--- config.mk ---
export PLATFORM = sky130hd
export DESIGN_NAME = batt_presence_seq
export DESIGN_NICKNAME = d
export VERILOG_FILES = /design/src/rtl/batt_presence_pkg.sv /design/src/rtl/batt_presence_timer.sv /design/src/rtl/batt_presence_judge.sv /design/src/rtl/batt_presence_decode.sv /design/src/rtl/batt_presence_seq.sv
export SDC_FILE = /design/constraint.sdc
export NUM_CORES = 1
export LEC_CHECK = 0
export ABC_AREA = 0
export BUFFER_PORTS_ARGS = -buffer_cell sky130_fd_sc_hd__buf_2
export CELL_PAD_IN_SITES_DETAIL_PLACEMENT = 0
export CELL_PAD_IN_SITES_GLOBAL_PLACEMENT = 1
export CORE_ASPECT_RATIO = 0.8
export CORE_UTILIZATION = 23
export DETAILED_ROUTE_END_ITERATION = 8
export PLACE_DENSITY = 0.47
export SLEW_MARGIN = 20
export SYNTH_ARGS = -nofsm -noshare
export SYNTH_HDL_FRONTEND = slang
export SYNTH_SLANG_ARGS = --single-unit
export TNS_END_PERCENT = 1
--- constraint.sdc ---
create_clock -name clk -period 3.2 [get_ports clk]
set_input_delay 0.96 -clock clk [delete_from_list [all_inputs] [get_ports clk]]
set_output_delay 0.96 -clock clk [all_outputs]
set_load 0.01 [all_outputs]
--- src/rtl/batt_presence_pkg.sv ---
package batt_presence_pkg;

  typedef enum logic [2:0] {
    ST_GAP_D  = 3'd0,  // idle cycle before a discharge step
    ST_DISCH  = 3'd1,  // probe discharge load
    ST_GAP_W  = 3'd2,  // idle cycle before a wake step
    ST_WAKE   = 3'd3,  // probe wake current
    ST_LAUNCH = 3'd4,  // single start-charge cycle
    ST_CHARGE = 3'd5,  // charging, waiting for termination
    ST_TDIS   = 3'd6,  // termination discharge
    ST_WATCH  = 3'd7   // waiting for sag to recharge level
  } bps_state_e;

  function automatic int unsigned max3(input int unsigned a, input int unsigned b,
                                       input int unsigned c);
    int unsigned m;
    m = (a > b) ? a : b;
    return (m > c) ? m : c;
  endfunction

  // Length of the timed interval belonging to a state, in cycles.
  function automatic int unsigned phase_len(input bps_state_e s, input int unsigned dis_c,
                                            input int unsigned wake_c, input int unsigned tdis_c);
    case (s)
      ST_DISCH: return dis_c;
      ST_WAKE:  return wake_c;
      ST_TDIS:  return tdis_c;
      default:  return 1;
    endcase
  endfunction

  // A present pack holds its voltage under the discharge load.
  function automatic logic disch_test_ok(input logic low_short);
    return low_short;
  endfunction

  // A missing pack lets the output node float up under the wake current.
  function automatic logic wake_test_ok(input logic below_rch);
    return !below_rch;
  endfunction

endpackage

--- src/rtl/batt_presence_timer.sv ---
module batt_presence_timer #(
  parameter int unsigned CNT_W = 8
) (
  input  logic             clk,
  input  logic             rst_n,
  input  logic             restart,
  input  logic [CNT_W-1:0] limit,
  output logic             last
);
  logic [CNT_W-1:0] cnt_q;

  always_ff @(posedge clk or negedge rst_n) begin
    if (!rst_n)              cnt_q <= '0;
    else if (restart)        cnt_q <= '0;
    else if (cnt_q != '1)    cnt_q <= cnt_q + 1'b1;
  end

  assign last = (cnt_q == limit - CNT_W'(1));
endmodule

--- src/rtl/batt_presence_judge.sv ---
module batt_presence_judge
  import batt_presence_pkg::*;
(
  input  bps_state_e state,
  input  logic       last,
  input  logic       low_short,
  input  logic       below_rch,
  output logic       pass_evt,
  output logic       fail_evt
);
  logic in_test;
  logic ok;

  always_comb begin
    in_test = last && ((state == ST_DISCH) || (state == ST_WAKE));
    ok      = (state == ST_DISCH) ? disch_test_ok(low_short) : wake_test_ok(below_rch);
    pass_evt = in_test && ok;
    fail_evt = in_test && !ok;
  end
endmodule

--- src/rtl/batt_presence_decode.sv ---
module batt_presence_decode
  import batt_presence_pkg::*;
(
  input  bps_state_e state,
  output logic       dis_req,
  output logic       wake_req,
  output logic       tdis_req,
  output logic       start_charge
);
  assign dis_req      = (state == ST_DISCH);
  assign wake_req     = (state == ST_WAKE);
  assign tdis_req     = (state == ST_TDIS);
  assign start_charge = (state == ST_LAUNCH);
endmodule

--- src/rtl/batt_presence_seq.sv ---
module batt_presence_seq
  import batt_presence_pkg::*;
#(
  parameter int unsigned DIS_CYC  = 50_000_000,
  parameter int unsigned WAKE_CYC = 25_000_000,
  parameter int unsigned TDIS_CYC = 13_100_000
) (
  input  logic clk,
  input  logic rst_n,
  input  logic bat_low_short,
  input  logic bat_below_rch,
  input  logic term_done,
  output logic dis_req,
  output logic wake_req,
  output logic tdis_req,
  output logic start_charge,
  output logic bat_absent
);
  localparam int unsigned MAX_LEN = max3(DIS_CYC, WAKE_CYC, TDIS_CYC);
  localparam int unsigned CNT_W   = $clog2(MAX_LEN + 1);

  bps_state_e       state_q, state_d;
  logic             restart;
  logic             phase_last;
  logic [CNT_W-1:0] limit;
  logic             pass_evt, fail_evt;
  logic             absent_q;
  logic             req_any;

  assign limit   = CNT_W'(phase_len(state_q, DIS_CYC, WAKE_CYC, TDIS_CYC));
  assign restart = (state_d != state_q);

  batt_presence_timer #(.CNT_W(CNT_W)) u_timer (
    .clk     (clk),
    .rst_n   (rst_n),
    .restart (restart),
    .limit   (limit),
    .last    (phase_last)
  );

  batt_presence_judge u_judge (
    .state     (state_q),
    .last      (phase_last),
    .low_short (bat_low_short),
    .below_rch (bat_below_rch),
    .pass_evt  (pass_evt),
    .fail_evt  (fail_evt)
  );

  always_comb begin
    state_d = state_q;
    case (state_q)
      ST_GAP_D:  state_d = ST_DISCH;
      ST_DISCH:  if (fail_evt) state_d = ST_LAUNCH; else if (pass_evt) state_d = ST_GAP_W;
      ST_GAP_W:  state_d = ST_WAKE;
      ST_WAKE:   if (fail_evt) state_d = ST_LAUNCH; else if (pass_evt) state_d = ST_GAP_D;
      ST_LAUNCH: state_d = ST_CHARGE;
      ST_CHARGE: if (term_done) state_d = ST_TDIS;
      ST_TDIS:   if (phase_last) state_d = ST_WATCH;
      ST_WATCH:  if (bat_below_rch) state_d = ST_GAP_D;
      default:   state_d = ST_GAP_D;
    endcase
  end

  always_ff @(posedge clk or negedge rst_n) begin
    if (!rst_n) begin
      state_q  <= ST_GAP_D;
      absent_q <= 1'b0;
    end else begin
      state_q <= state_d;
      if (fail_evt)                              absent_q <= 1'b0;
      else if (pass_evt && state_q == ST_WAKE)   absent_q <= 1'b1;
    end
  end

  assign bat_absent = absent_q;

  batt_presence_decode u_decode (
    .state        (state_q),
    .dis_req      (dis_req),
    .wake_req     (wake_req),
    .tdis_req     (tdis_req),
    .start_charge (start_charge)
  );

  assign req_any = dis_req | wake_req | tdis_req;

  AST_REQ_ONEHOT: assert property (@(posedge clk) disable iff (!rst_n)
    $onehot0({dis_req, wake_req, tdis_req}));
  AST_IDLE_BEFORE_REQ: assert property (@(posedge clk) disable iff (!rst_n)
    ($rose(dis_req) || $rose(wake_req) || $rose(tdis_req)) |-> !$past(req_any));
  AST_WAKE_AFTER_DIS: assert property (@(posedge clk) disable iff (!rst_n)
    $rose(wake_req) |-> $past(dis_req, 2));
  AST_ABSENT_SET: assert property (@(posedge clk) disable iff (!rst_n)
    $rose(bat_absent) |-> ($past(wake_req) && !$past(bat_below_rch)));
  AST_ABSENT_CLR: assert property (@(posedge clk) disable iff (!rst_n)
    $fell(bat_absent) |-> start_charge);
  AST_START_SOURCE: assert property (@(posedge clk) disable iff (!rst_n)
    $rose(start_charge) |-> ($past(dis_req) || $past(wake_req)));
  AST_START_PULSE: assert property (@(posedge clk) disable iff (!rst_n)
    start_charge |=> !start_charge);
  AST_TDIS_ENTRY: assert property (@(posedge clk) disable iff (!rst_n)
    $rose(tdis_req) |-> $past(term_done));
endmodule

-- Word level (Yosys, flattened, before mapping)
Index checks and enable logic that the tools add are counted.
- shifts and indexed selects: 0
- multiply operators: 0
- $add $sub $neg: 2
- div/mod/pow operators: 0
- $lt $le $gt $ge: 0
- bitwise gates (word level): 0
- equal/unequal tests: 10
- reductions and logical operators: 10
- muxes and demuxes: 14
- operators with widths (operator ; count):
    $pmux 26 s3 ; 1
    $mux 26 ; 2
    $add 26x1->26 const B ; 1
    $eq 26x26->1 ; 1
    $ne 26x26->1 const B ; 1
    $sub 26x1->26 const B ; 1
    $pmux 3 s8 ; 1
    $mux 3 ; 7
    $eq 3x3->1 const B ; 4
    $eq 3x2->1 const B ; 2
    $logic_and 1x1->1 ; 4
    $reduce_bool 2->1 ; 2
    $eq 3x1->1 const B ; 1
    $logic_not 3->1 ; 1
    $mux 1 ; 3
    $ne 3x3->1 ; 1
    $logic_not 1->1 ; 2
    $logic_or 1x1->1 ; 1
- word-level logic and storage cells: 39
- bits in writable memories: 0
- memories kept: 0
- flip-flop bits (word level): 30
- bits in latches: 0
- output and inout bits: 5
- input port bits: 5
- ROM bits: 0

-- Logic depth before layout (Yosys ltp)
Gate-level depths: netlist of the first run.
- word-level depth: 11
- gate-level depth with buffers: 9
- depth with buffers taken out: 7

-- Cells and area by module
From an unflattened synthesis of the first run, not the netlist that was laid out.
- cell total of the unflattened synthesis: 334
- area, all modules: 2758.9 µm²
- by module, submodules not included (module ; area an instance (µm²) ; times used ; cells an instance ; seq. area each (µm²)):
    batt_presence_timer ; 2356.0 ; 1 ; 284 ; 650.6
    batt_presence_seq ; 336.6 ; 1 ; 41 ; 100.1
    batt_presence_decode ; 35.0 ; 1 ; 4 ; 0.0
    batt_presence_judge ; 31.3 ; 1 ; 5 ; 0.0

-- Worst setup path after synthesis of the first run
Ideal clock, no wire load.
- path type: register to register
- start point: register u_timer.cnt_q[15]
- end point: register u_timer.cnt_q[21]
- setup time: 119 ps
- buffers on the path: 1
- slack: 756 ps
- cell stages (with the launch flop): 8
- data arrival time: 2325 ps
- clock period less this slack: 2444 ps
- required time: 3081 ps
- path through: dfrtp_1 -> or4_1 -> or3_1 -> a222oi_1 -> nand4_2 -> a32oi_4 -> buf_6 -> nor2_1
- cells in the longest elaborated chain, start to end: 8
- elaborated cells on any way between the ends: 16
- those cells by class: 1 x add/sub; 3 x eq/ne; 8 x mux; 4 x reduce/logical
- ends and longest elaborated chain (what ; line ; source):
    start, declared ; batt_presence_timer.sv:10 ; logic [CNT_W-1:0] cnt_q;
    start signal, assigned ; batt_presence_timer.sv:15 ; else if (cnt_q != '1) cnt_q <= cnt_q + 1'b1;
    $eq 26x26->1 ; batt_presence_timer.sv:18 ; assign last = (cnt_q == limit - CNT_W'(1));
    $logic_and 1x1->1 ; batt_presence_judge.sv:15 ; in_test = last && ((state == ST_DISCH) || (state == ST_WAKE));
    $logic_and 1x1->1 ; batt_presence_judge.sv:17 ; pass_evt = in_test && ok;
    $mux 3, on equally long branches (2 in a row) ; batt_presence_seq.sv:56, batt_presence_seq.sv:54 ;
    $pmux 3 s8 ; batt_presence_seq.sv:52 ; case (state_q)
    $ne 3x3->1 ; batt_presence_seq.sv:31 ; assign restart = (state_d != state_q);
    $mux 26 or $reduce_bool 2->1 (tied branches) ; n/a ;
Parallel ways exist; a longest one is shown, timed or not. The select of a mux whose other input is x is not followed.
A chain may end at the register's enable or synchronous reset.

-- Worst setup path after layout of the first run
- start point: register state_q[0]
- end point: register u_timer.cnt_q[4]
- cells in the longest elaborated chain, start to end: 11
- elaborated cells on any way between the ends: 28
- those cells by class: 1 x add/sub; 9 x eq/ne; 11 x mux; 7 x reduce/logical
- ends and longest elaborated chain (what ; line ; source):
    start, declared ; batt_presence_seq.sv:22 ; bps_state_e state_q, state_d;
    start signal, assigned ; batt_presence_seq.sv:70 ; state_q <= state_d;
    $eq 3x3->1 (tied with other cells) ; batt_presence_pkg.sv:24, batt_presence_seq.sv:52 ;
    $pmux 26 s3 ; batt_presence_pkg.sv:24 ; case (s)
    $sub 26x1->26 ; batt_presence_timer.sv:18 ;
    $eq 26x26->1 ; batt_presence_timer.sv:18 ;
    $logic_and 1x1->1 ; batt_presence_judge.sv:15 ;
    $logic_and 1x1->1 ; batt_presence_judge.sv:17 ;
    $mux 3, on equally long branches (2 in a row) ; batt_presence_seq.sv:56, batt_presence_seq.sv:54 ;
    $pmux 3 s8 ; batt_presence_seq.sv:52 ;
    $ne 3x3->1 * ; batt_presence_seq.sv:31 ;
    $mux 26 or $reduce_bool 2->1 (tied branches) ; n/a ;
Mark *: on every way between the ends. The rest lies on a longest branch, timed or not.

==> results of run 1 <==
[per-stage QoR]
stage | util [%] | hold WS [ns] | std cells | cell area [um^2]
6_report | 26.7 | 0.500 | 334 | 2120
3_3_place_gp | 25.5 | 0.487 | 326 | 2030
2_1_floorplan | - | 0.516 | 213 | 1880
3_5_place_dp | 25.5 | 0.494 | 326 | 2030
5_1_grt | 26.7 | 0.545 | 334 | 2120
4_1_cts | 26.7 | 0.510 | 334 | 2120
[how the worst max path moves through the flow]
stage / from / end / slack (ns) / cells after the start
2_1_floorplan: u_timer.cnt_q[15] / u_timer.cnt_q[21] / 0.76 / 7
3_3_place_gp: state_q[0] / u_timer.cnt_q[4] / 0.36 / 8
3_5_place_dp: state_q[0] / u_timer.cnt_q[4] / 0.34 / 8
4_1_cts: state_q[0] / u_timer.cnt_q[4] / 0.29 / 8
5_1_grt: state_q[0] / u_timer.cnt_q[4] / 0.07 / 8
6_report: state_q[0] / u_timer.cnt_q[4] / 0.33 / 8
[metal layers]
layer  vias to the layer above  part of all wire [%]
met5                         -                     0
met4                         0                  0.35
met3                         2                   2.5
met2                        19                    43
met1                       737                    55
li1                        795                     -
[kinds of logic (layout without fill, tap and decap cells)]
kind of cell / count (synthesis) / after routing / share of synthesized area (%)
simple gates: 116 / 116 / 30.6
fa+ha+maj: 1 / 1 / 0.665
mux: 6 / 6 / 3.26
compound gates: 26 / 26 / 11.3
flops: 30 / 30 / 39.9
xor+xnor: 21 / 21 / 9.77
buf+inv: 13 / 26 / 4.52
[sequential cells by signal, summed over array words and instances (netlist names)]
register,cells
bat_absent,1
state_q,3
u_timer.cnt_q,26
[placed cells by master, fill, tap and decap left out, types with 2 or more instances in the layout]
cell type	netlist	layout
nor4_1	4	4
o21ai_0	4	4
a211oi_1	2	2
nand2_1	20	20
or3_1	2	2
buf_2	2	9
xor2_1	11	11
clkbuf_8	0	6
or2_2	3	3
xnor2_1	10	10
or4_1	2	2
o211ai_1	2	2
a21oi_1	3	3
dfrtp_1	30	30
inv_1	4	4
and3_1	4	4
nand3_1	11	11
nor3_1	7	7
nor3b_1	4	4
buf_4	3	5
mux2i_1	5	5
nand4_1	11	11
nand2b_1	2	2
a31oi_1	2	2
nor2_1	39	39
nor2b_1	2	2
[critical path: stages, from the launching register on]
cell and delay, ns:
dfrtp_1 0.57, nand3b_1 0.26, inv_1 0.15, or3_1 0.40, a222oi_1 0.47, nand4_2 0.31, a32oi_4 0.25, buf_4 0.24
a211oi_1 0.08
[power groups by stage]
| stage | clock network (mW) | logic, mW | registers [mW] |
|---|---|---|---|
| global route | 0.354 | 0.0174 | 0.380 |
| floorplan | 0 | 0.00213 | 0.388 |
| global placement | 0 | 0.0157 | 0.387 |
| finish | 0.328 | 0.0145 | 0.380 |
| CTS | 0.339 | 0.0158 | 0.380 |
| detailed placement | 0 | 0.0157 | 0.387 |
[area by class of cell]
cell class                      count  share of cell area [%]
Multi-Input combinational cell    170                    49.3
Sequential cell                    30                    35.4
Tap cell                          108                    6.37
Clock buffer                        7                    4.07
Timing Repair Buffer               14                    3.89
Inverter                            4                   0.708
Clock inverter                      1                   0.236
==> run_results.csv, run 1 <==
group,metric,value,unit
route,drt_wl_total,5080,um
hold_path,whs_endpoint,"bat_absent",
yosys,yosysSeqAreaShare,39.9,%
grt,grt_max_degree,31,
route,initialDrtViolationCount,41,
clock_network,hold_buffers,0,
power,vdd_drop_max,0.164,mV
yosys,yosys_warnings,0,
critical_path,crit_arrival,3.01,ns
yosys,synthTopCellsByArea,"dfrtp_1 40%, nor2_1 7.8%, xor2_1 5.1%",
hold_path,hold_depth,2,
hold_path,hp-class,"register to register",
floorplanning,die_y,82.9,um
hold_path,hold_start,"bat_absent",
floorplanning,rows,29,
yosys,synth_edf_count,0,
yosys,synth_common_cells,"39 x nor2_1, 30 x dfrtp_1, 20 x nand2_1",
placement,dp_slack,0.336,ns
grt,grt_pass1_vias,1521,
clock_network,cts_setup_buffers,0,
floorplanning,fp.dieArea,0.00855,mm^2
critical_path,r2r_start,"state_q[0]",
sta,setup_viol,0,
route,viasPerCell,4.65,
final_layout,regArea,751,um^2
clock_network,clk_path_buf_depth,2,
final_layout,insertedDiodeCount,0,
grt,busiest_layer,"met1",
yosys,syn_nets,219,
sta,rsz0062_at_grt,"no",
power,p_int,0.557,mW
clock_network,numCtsBuffers,5,
sta,max_slew_margin,51.7,%
critical_path,start_kind,"register",
power,seqPwrFrac,52.6,%
yosys,synth.avg_cell_area,8.83,um^2
power,p_switching,0.166,mW
placement,dp_hpwl,3710,um
placement,io_buffers,9,
final_layout,multi_input_area,0.00105,mm^2
placement,gp_congestion,0.727,
yosys,yosysTopAreaCell,"dfrtp_1",
critical_path,cp_max_fo,15,
yosys,synth_ff_type,"dfrtp_1",
clock_network,cts_resized,0,
sta,worstMarginPinSlew,0.724,ns
yosys,synthArstFlopShare,100,%
floorplanning,initial_utilization,23.7,%
route,ant_nets,0,
job,maxCapViolCount,0,
sta,fin_skew,0.00711,ns
final_layout,layout-drive-gt1-share,11.9,%
status,outcome,"completed",
grt,gr-usage-met2,18.2,%
clock_network,cts_sinks,30,
clock_network,clkLatencyLatePin,0.28,ns
route,drt_drc_violations_left,0,
route,wl_per_cell,15.2,um
clock_network,cts_tree,"yes",
yosys,ys_types,47,
sta,hold_viol_final,0,
floorplanning,fp.dieW,103,um
sta,setup-tns-final,0,ns
critical_path,path_class,"register to register",
grt,grt_usage,13.0,%
sta,fmax,349,MHz
sta,final_max_slew_viol_count,0,
yosys,synth.most_common_cell,"nor2_1",
power,leakagePower,0.867,nW
clock_network,htreeDepth,2,
power,total_power,0.723,mW
route,vias,1553,
clock_network,clkTransAtPathRegs,0.07,ns
grt,grtUsageMet1,20.2,%
yosys,synth_top_area_share,39.9,%
power,powerDensity,341,mW/mm^2
critical_path,r2r_slack,0.33,ns
critical_path,r2r-end,"u_timer.cnt_q[4]",
clock_network,root_buffer,"clkbuf_8",
grt,met3_usage,2.78,%
power,p_clk_share,45.4,%
grt,grt-ovfl-total,0,
final_layout,area_growth,12.7,%
floorplanning,coreArea,0.00795,mm^2
grt,grt_pass1_wl,8460,um
yosys,syn-cell-area,0.00188,mm^2
sta,fin_crit_sh,89.6,%
critical_path,endpoint_kind,"register",
power,p_sw_share,23.0,%
critical_path,required,3.34,ns
final_layout,fillers,878,
sta,min_period,2.87,ns
sta,setup_ws,0.332,ns
final_layout,fin_nets,231,
grt,grt_antenna_before_repair,0,
yosys,synth_seq_cells,30,
power,pwr-share-comb,2.0,%
route,drtPass1Iterations,4,
floorplanning,ioPinCount,10,
critical_path,r2r_cells,8,
yosys,syn_inst,213,
Note: power is estimated with default switching activity, not from simulation.
==> inputs of run 2 (changes only) <==
- SYNTH_HIERARCHICAL: unset -> 1
==> run 2 against run 1 <==
The run now ends with setup timing left. Largest cell class unchanged. Cell area up 96%. Setup slack lost 1.9 ns. Clock skew is 0.0028 ns lower. Highest routed layer unchanged. Routed wire length grew 67%. Critical endpoint is now u_timer/cnt_q[11]. Synthesized area is 47% higher.
==> run_results.csv, run 2 <==
group,metric,value,unit
status,outcome,"finished with violations",
status,violations,"setup timing",
final_layout,largest_reg_flops,26,
power,p_switching,0.206,mW
yosys,synthTopCellsByArea,"dfrtp_1 27%, xnor2_1 9.5%, nor2_1 5.6%",
route,drt_wl_total,8460,um
yosys,synth.most_common_cell,"nor2_1",
clock_network,clkTransAtPathRegs,0.05,ns
critical_path,endpoint_kind,"register",
job,maxCapViolCount,0,
route,drtPass1Iterations,4,
yosys,synth_top_family_by_area,"simple AND/OR/NAND/NOR gates",
yosys,synth_xor_area_share,14.6,%
power,leakagePower,1.72,nW
floorplanning,die_y,100,um
power,pwr-share-comb,5.7,%
yosys,synth.area.mux_share,3.31,%
yosys,synthAdderAreaFrac,0.907,%
final_layout,layout-drive-gt1-share,37.4,%
route,wl_per_cell,13.9,um
floorplanning,coreArea,0.0116,mm^2
final_layout,fin_cells,608,
yosys,synth_edf_count,0,
route,viasPerCell,4.48,
yosys,synth_top_area_share,27.2,%
yosys,synth_ff_type,"dfrtp_1",
final_layout,fillers,1185,
route,ant_nets,0,
yosys,yosysSeqAreaShare,27.2,%
clock_network,hold_buffers,0,
yosys,yosysTopAreaCell,"dfrtp_1",
floorplanning,fp.dieW,124,um
power,p_clk_share,52.8,%
placement,place_inst,581,
power,seqPwrFrac,41.4,%
sta,fin_crit_sh,149,%
clock_network,cts_tree,"yes",
final_layout,top_register,"u_timer/cnt_q",
sta,fmax,210,MHz
yosys,synth_seq_cells,30,
clock_network,root_buffer,"clkbuf_16",
clock_network,clk_path_buf_depth,2,
yosys,ys_types,68,
floorplanning,initial_utilization,23.8,%
yosys,synth_common_cells,"41 x nor2_1, 30 x dfrtp_1, 30 x xnor2_1, 23 x nor3_1, 20 x nand2_1",
sta,final_max_slew_viol_count,0,
critical_path,path_class,"register to register",
sta,max_slew_margin,50.8,%
power,powerDensity,220,mW/mm^2
grt,grt_antenna_before_repair,0,
critical_path,required,3.35,ns
sta,worstMarginPinSlew,0.739,ns
power,vdd_drop_max,0.146,mV
yosys,synth.avg_cell_area,8.26,um^2
placement,dp_hpwl,6370,um
placement,gp_congestion,0.793,
yosys,synthArstFlopShare,100,%
sta,hold_viol_final,0,
critical_path,start_kind,"register",
floorplanning,ioPinCount,10,
clock_network,htreeDepth,2,
final_layout,insertedDiodeCount,0,
placement,io_buffers,9,
yosys,synth-simple-area-share,37.6,%
sta,setup_viol,30,
sta,min_period,4.77,ns
floorplanning,rows,35,
yosys,syn_inst,334,
sta,rsz0062_at_grt,"yes",
clock_network,numCtsBuffers,5,
grt,grt_usage,14.2,%
clock_network,clkLatencyLatePin,0.27,ns
grt,grt_pass1_vias,2630,
final_layout,final_cell_mix,"96 x buf_4, 35 x nor2_1, 30 x dfrtp_1, 30 x xnor2_1, 25 x conb_1",
route,initialDrtViolationCount,107,
placement,dp_slack,-1.85,ns
hold_path,hp-class,"register to register",
route,vias,2723,
grt,grt_pass1_wl,14000,um
critical_path,crit_arrival,4.92,ns
route,drt_drc_violations_left,0,
critical_path,cp_max_fo,6,
clock_network,cts_sinks,30,
floorplanning,fp.dieArea,0.0124,mm^2
final_layout,fin_nets,466,
final_layout,area_growth,50.7,%
final_layout,mostFrequentLayoutCell,"buf_4",
yosys,synth_compound_area_share,12.5,%
sta,fin_skew,0.00429,ns
grt,grt-ovfl-total,0,
power,p_sw_share,22.5,%
yosys,yosys_warnings,6,
power,p_int,0.709,mW
sta,setup_ws,-1.57,ns
yosys,syn-cell-area,0.00276,mm^2
grt,grt_max_degree,31,
run 2: changes by cell type after synthesis, moves of 5 or more:
cell and change:
nand3b_1 +6, clkbuf_1 +8, nor3_1 +16, xor2_1 +5
xnor2_1 +20, inv_1 +6, nand4_1 -5, nor2b_1 +7
o21ai_0 +7, a21oi_1 +7
run 2: kinds of logic (layout without fill, tap and decap cells):
group	Yosys count	after routing
xor gates and xnor gates	46	46
AOI/OAI and AO/OA	48	48
adders and majority gates	2	2
other	1	25
muxes	9	9
and+or+nand+nor	174	174
buffers and inverters	24	126
DFF	30	30
run 2: power groups by stage:
stage	Sequential, mW	Clock, mW	Combinational (mW)
after detailed placement	0.386	0	0.0432
after global routing	0.379	0.515	0.0602
after CTS	0.379	0.500	0.0528
after floorplan	0.386	0	0.0216
final	0.380	0.484	0.0524
after global placement	0.386	0	0.0435
run 2: metrics by stage:
step | power, mW | cell area, um^2 | utilization (%) | TNS [ns] | hold WS [ns]
2_1_floorplan | 0.408 | 2960 | - | -33.98 | 0.529
3_3_place_gp | 0.430 | 3690 | 31.8 | -40.17 | 0.485
3_5_place_dp | 0.429 | 3690 | 31.8 | -42.75 | 0.487
4_1_cts | 0.932 | 4100 | 35.3 | -34.92 | 0.516
5_1_grt | 0.955 | 4160 | 35.8 | -42.08 | 0.565
6_report | 0.916 | 4160 | 35.8 | -35.40 | 0.512
run 2: final timing paths:
path | cells past startpoint | to | start | slack (ns)
max | 25 | u_timer/cnt_q[11] | state_q[2] | -1.57
min | 2 | bat_absent | bat_absent | 0.51
max reg2reg | 25 | u_timer/cnt_q[11] | state_q[2] | -1.57
min reg2reg | 2 | bat_absent | bat_absent | 0.51
max in group asynchronous | 1 | u_timer/cnt_q[15] | rst_n | 1.98
min in group asynchronous | 1 | u_timer/cnt_q[14] | rst_n | 0.75
run 2: worst max-delay path, cell delays in order, from the launching register on:
cell and delay [ns]:
dfrtp_1 0.38, and2b_2 0.27, buf_4 0.14, nor2_2 0.17
inv_2 0.07, ha_4 0.17, buf_4 0.12, nor4b_2 0.15
nand4_1 0.14, buf_4 0.13, nand3_1 0.08, a21oi_2 0.16
o41ai_2 0.09, a22o_2 0.29, a2111oi_4 0.34, nand3b_1 0.14
and3b_2 0.26, nor3_1 0.05, a31o_1 0.21, a221oi_2 0.33
nor3b_2 0.09, and4b_2 0.28, or2_4 0.29, nor2_4 0.12
xnor2_1 0.12, nor2_1 0.05
run 2: cell type report:
type / instances / area [um^2] / share of cell area [%]
inverters: 10 / 37.5 / 0.903
repair buffers: 108 / 800 / 19.2
clock buffers: 6 / 139 / 3.34
flip-flops and latches: 30 / 751 / 18.1
well taps: 148 / 185 / 4.46
clock inverters: 2 / 12.5 / 0.301
multi-input cells: 304 / 2230 / 53.7
run 2: per-layer routing:
metal  global-route usage (%)  share of wire [%]  vias up  wire length (um)
met4                     3.43                1.1        0                94
met3                     1.44                1.3        7               112
li1                         -                  -     1425                 -
met1                     21.1                 55     1273              4630
met2                     22.0                 43       18              3620
met5                        0                  0        -                 0
run 2: repair_timing:
action	in CTS	in global routing
pin swaps	30	8
resized for setup	33	6
setup endpoints to repair	30	30
setup buffers	15	4
